<file path="config.mk">
export PLATFORM = sky130hd
export DESIGN_NAME = prg_bank_switch
export DESIGN_NICKNAME = d
export VERILOG_FILES = /design/src/rtl/bnk_pkg.sv /design/src/rtl/bnk_decode.sv /design/src/rtl/bnk_latch.sv /design/src/rtl/bnk_ppu_map.sv /design/src/rtl/prg_bank_switch.sv
export SDC_FILE = /design/constraint.sdc
export NUM_CORES = 1
export LEC_CHECK = 0
export BUFFER_PORTS_ARGS = -buffer_cell sky130_fd_sc_hd__buf_2
export CAP_MARGIN = 10
export CORE_MARGIN = 10
export CORE_UTILIZATION = 18
export CTS_BUF_LIST = sky130_fd_sc_hd__clkbuf_16
export CTS_CLUSTER_SIZE = 25
export DETAILED_ROUTE_END_ITERATION = 10
export PLACE_DENSITY = 0.77
export SYNTH_ARGS = -nofsm -noshare
export SYNTH_HDL_FRONTEND = slang
export SYNTH_SLANG_ARGS = --single-unit
</file>
<file path="constraint.sdc">
create_clock -name clk -period 0.8 [get_ports clk]
set_input_delay 0.16 -clock clk [delete_from_list [all_inputs] [get_ports clk]]
set_output_delay 0.16 -clock clk [all_outputs]
set_load 0.02 [all_outputs]
</file>
<file path="src/rtl/bnk_pkg.sv">
package bnk_pkg;
    localparam int DATA_W   = 8;
    localparam int CPU_AW   = 16;
    localparam int WIN_AW   = 15;
    localparam int BANK_W   = 2;
    localparam int PPU_AW   = 14;
    localparam int CHR_AW   = 13;

    typedef struct packed {
        logic              load;
        logic [BANK_W-1:0] value;
    } bank_upd_t;

    function automatic logic [DATA_W-1:0] conflict_and(
        input logic [DATA_W-1:0] cpu_byte,
        input logic [DATA_W-1:0] rom_byte);
        return cpu_byte & rom_byte;
    endfunction
endpackage

</file>
<file path="src/rtl/bnk_decode.sv">
module bnk_decode
    import bnk_pkg::*;
#(
    parameter int CPU_W  = CPU_AW,
    parameter int DW     = DATA_W,
    parameter int BW     = BANK_W
) (
    input  logic [CPU_W-1:0] addr,
    input  logic             wr,
    input  logic [DW-1:0]    wdata,
    input  logic [DW-1:0]    rdata,
    output logic             rom_sel,
    output bank_upd_t        upd
);
    localparam int TOP = CPU_W - 1;
    logic [DW-1:0] merged;

    always_comb begin
        rom_sel    = addr[TOP];
        merged     = conflict_and(wdata, rdata);
        upd.load   = wr & addr[TOP];
        upd.value  = merged[BW-1:0];
    end
endmodule

</file>
<file path="src/rtl/bnk_latch.sv">
module bnk_latch
    import bnk_pkg::*;
#(
    parameter int BW = BANK_W
) (
    input  logic          clk,
    input  logic          rst,
    input  bank_upd_t     upd,
    output logic [BW-1:0] bank
);
    always_ff @(posedge clk) begin
        if (rst)
            bank <= '0;
        else if (upd.load)
            bank <= upd.value;
    end
endmodule

</file>
<file path="src/rtl/bnk_ppu_map.sv">
module bnk_ppu_map #(
    parameter int PW = 14,
    parameter int CW = 13
) (
    input  logic [PW-1:0] ppu_addr,
    input  logic          mirror_vert,
    output logic [CW-1:0] chr_addr,
    output logic          chr_ce,
    output logic          ciram_a10
);
    always_comb begin
        chr_addr  = ppu_addr[CW-1:0];
        chr_ce    = ~ppu_addr[CW];
        ciram_a10 = mirror_vert ? ppu_addr[10] : ppu_addr[11];
    end
endmodule

</file>
<file path="src/rtl/prg_bank_switch.sv">
module prg_bank_switch
    import bnk_pkg::*;
#(
    parameter int CPU_W  = CPU_AW,
    parameter int WIN_W  = WIN_AW,
    parameter int BW     = BANK_W,
    parameter int DW     = DATA_W,
    parameter int PW     = PPU_AW,
    parameter int CW     = CHR_AW,
    localparam int PRG_W = WIN_W + BW
) (
    input  logic             clk,
    input  logic             rst,
    input  logic [CPU_W-1:0] cpu_addr,
    input  logic             cpu_wr,
    input  logic [DW-1:0]    cpu_wdata,
    input  logic [DW-1:0]    rom_rdata,
    input  logic             mirror_vert,
    input  logic [PW-1:0]    ppu_addr,
    output logic             rom_ce,
    output logic [PRG_W-1:0] prg_addr,
    output logic [CW-1:0]    chr_addr,
    output logic             chr_ce,
    output logic             ciram_a10
);
    bank_upd_t     upd;
    logic [BW-1:0] bank;

    bnk_decode #(.CPU_W(CPU_W), .DW(DW), .BW(BW)) u_dec (
        .addr(cpu_addr), .wr(cpu_wr), .wdata(cpu_wdata), .rdata(rom_rdata),
        .rom_sel(rom_ce), .upd(upd)
    );

    bnk_latch #(.BW(BW)) u_lat (
        .clk(clk), .rst(rst), .upd(upd), .bank(bank)
    );

    bnk_ppu_map #(.PW(PW), .CW(CW)) u_ppu (
        .ppu_addr(ppu_addr), .mirror_vert(mirror_vert),
        .chr_addr(chr_addr), .chr_ce(chr_ce), .ciram_a10(ciram_a10)
    );

    assign prg_addr = {bank, cpu_addr[WIN_W-1:0]};
endmodule

</file>
==> results.py <==
metrics = {
    "flow_run": {
        "max_cap_viol_count": 0,
    },
    "sta": {
        "tightest_slew_ns": 0.111,
        "setup_ws_ns": -0.0308,
        "min_period_over_period_pct": 104,
        "finClkSkew_ns": 0,
        "hold_violations": 0,
        "worst_hold_slack_ns": 0.108,
        "fmax_ghz": 1.20,
        "setup_viol": 3,
        "maxSlewHeadroom_pct": 92.7,
        "min_period_ns": 0.831,
        "fin_setup_tns_ns": -0.0625,
        "grt_setup_unrepaired": "yes",
        "final_max_slew_viol_count": 0,
    },
    "finish": {
        "antenna_cells": 0,
        "layout_common_cells": "buf_2 (14), buf_6 (4), clkbuf_16 (3)",
        "largest_register_ffs": 2,
        "fin_util_pct": 18.7,
        "mostFrequentLayoutCell": "buf_2",
        "fin_nets": 83,
        "drive_above_1_share_pct": 77.4,
        "areaGrowthSynthToFinish_pct": 0,
        "multi_input_area_sq_um": 57.6,
        "layoutNonFillerInstCount": 48,
        "regMostFlops": "u_lat.bank",
        "design_area_sq_um": 315,
        "nFillCells": 194,
        "largestRegisters": "u_lat.bank: 2 flops",
        "area.sequential_sq_um": 42.5,
    },
    "hold_path": {
        "min_from": "rst",
        "min_path_cells": 2,
        "min_path_type": "input pin to register",
        "hold_end": "u_lat.bank[1]",
    },
    "global_route": {
        "grt_max_degree": 6,
        "grt_use_met2_pct": 4.83,
        "antenna_found_initial": 0,
        "top_usage_layer": "met4",
        "grt_use_met3_pct": 3.86,
        "grt_pass1_wl_microns": 1120,
        "grt.total_usage_pct": 4.16,
        "grt_pass1_vias": 260,
        "grt-ovfl-total": 0,
        "met1_usage_pct": 2.87,
    },
    "detailed_routing": {
        "final_antenna_net_count": 0,
        "drt-total-wl_microns": 713,
        "vias": 205,
        "drt_iter0_markers": 2,
        "drc_errors": 0,
        "dr.pass1.iters": 2,
        "via_per_inst": 4.27,
        "wl_per_cell_microns": 14.9,
    },
    "place": {
        "place_inst": 45,
        "port_buffers": 18,
        "placed_area_sq_um": 209,
        "gp_congestion": 0.642,
        "place_ws_ns": -0.0741,
    },
    "critical_path": {
        "crit_path_end_kind": "output port",
        "path_max_fanout": 1,
        "reg2reg_from": "u_lat.bank[1]",
        "reg2reg_setup_slack_ns": 0.10,
        "timing.rr.end": "u_lat.bank[1]",
        "worst_ep_required_time_ns": 0.64,
        "timing.critical_path.from_type": "input pin",
        "cp.arrival_ns": 0.67,
        "critPathLaunch": "mirror_vert",
        "worstSetupPathType": "input pin to output port",
        "reg2reg_depth": 2,
    },
    "synth": {
        "ys_seq_area_share_pct": 12.7,
        "ys_types": 7,
        "yosysWarnings": 0,
        "synth-seq-cells": 2,
        "syn_nets": 89,
        "avgSynthCellArea_sq_um": 8.08,
        "synthCells": 39,
        "synth_area_sq_um": 315,
    },
    "power_and_ir_drop": {
        "irDropWorstVdd_uv": 1320,
        "cellLeakagePower_nw": 0.158,
        "power_per_cell_area_mw_per_mm2": 3030,
        "power_uw": 955,
    },
    "clocking": {
        "cts_hold_buf": 0,
        "post-cts-setup-buffer-count": 0,
        "cts_max_path_buffers": 2,
        "cts_tree": "done",
        "h-tree-depth": 1,
        "clock-sinks": 2,
        "cts-resized-gates": 10,
        "cts-buffers-inserted": 3,
        "clkTransAtPathRegs_ns": 0.03,
        "ctsRootBufferMaster": "clkbuf_16",
        "clkLatencyLatePin_ns": 0.22,
    },
    "die": {
        "die_y_microns": 61.9,
        "initial_utilization_pct": 18.7,
        "io_pins": 83,
        "core.rowCount": 15,
        "core_area_sq_mm": 0.00169,
        "dieArea_sq_mm": 0.00383,
        "fp.dieW_microns": 61.9,
    },
    "run_status": {
        "violations": "setup timing",
        "status": "finished with violations",
    },
}
-- power by group --
part | switching, mW | leakage (nW) | total [mW] | internal (mW)
sequential | 0.00202 | 0.0172 | 0.106 | 0.104
clock | 0.113 | 0.0370 | 0.749 | 0.636
combinational | 0.0478 | 0.104 | 0.0996 | 0.0517
total | 0.163 | 0.158 | 0.955 | 0.792
-- worst max-delay path by stage --
| stage | end | slack (ns) |
|---|---|---|
| after floorplan | u_lat.bank[0] | 0.002 |
| after global placement | ciram_a10 | -0.07 |
| after detailed placement | ciram_a10 | -0.07 |
| after CTS | ciram_a10 | -0.03 |
| after global routing | ciram_a10 | -0.04 |
| final | ciram_a10 | -0.03 |
-- logic make-up (layout without fill, tap and decap cells) --
logic type / count (synthesis) / count (layout) / synth area share (%)
buf+inv: 30 / 22 / 70.2
flops: 2 / 2 / 12.7
simple gates: 2 / 2 / 3.97
mux: 1 / 1 / 3.57
compound gates: 4 / 4 / 9.52
-- cell usage after synthesis --
library cell	n	area [sq um]
mux2_2	1	11.3
a21bo_1	2	20.0
inv_1	1	3.75
nand4_1	2	12.5
a21oi_1	2	10.0
dfxtp_1	2	40.0
buf_4	29	218
-- layer usage --
| metal | routed length, microns | up-vias | share of wire (%) |
|---|---|---|---|
| met4 | 60 | 0 | 8.4 |
| li1 | - | 80 | - |
| met5 | 0 | - | 0 |
| met2 | 277 | 31 | 39 |
| met1 | 196 | 83 | 27 |
| met3 | 179 | 11 | 25 |
-- cell type report --
cell class,instances,share of cell area (%)
sequential,2,13.5
multi-input combinational,7,18.3
timing repair buffer,18,36.5
tap,17,6.75
clock buffer,3,23.8
inverter,1,1.19
-- worst max-delay path: stages --
cell	delay, ns
buf_6	0.09
mux2_4	0.29
buf_6	0.13
Power figures use the tool's default switching activity.
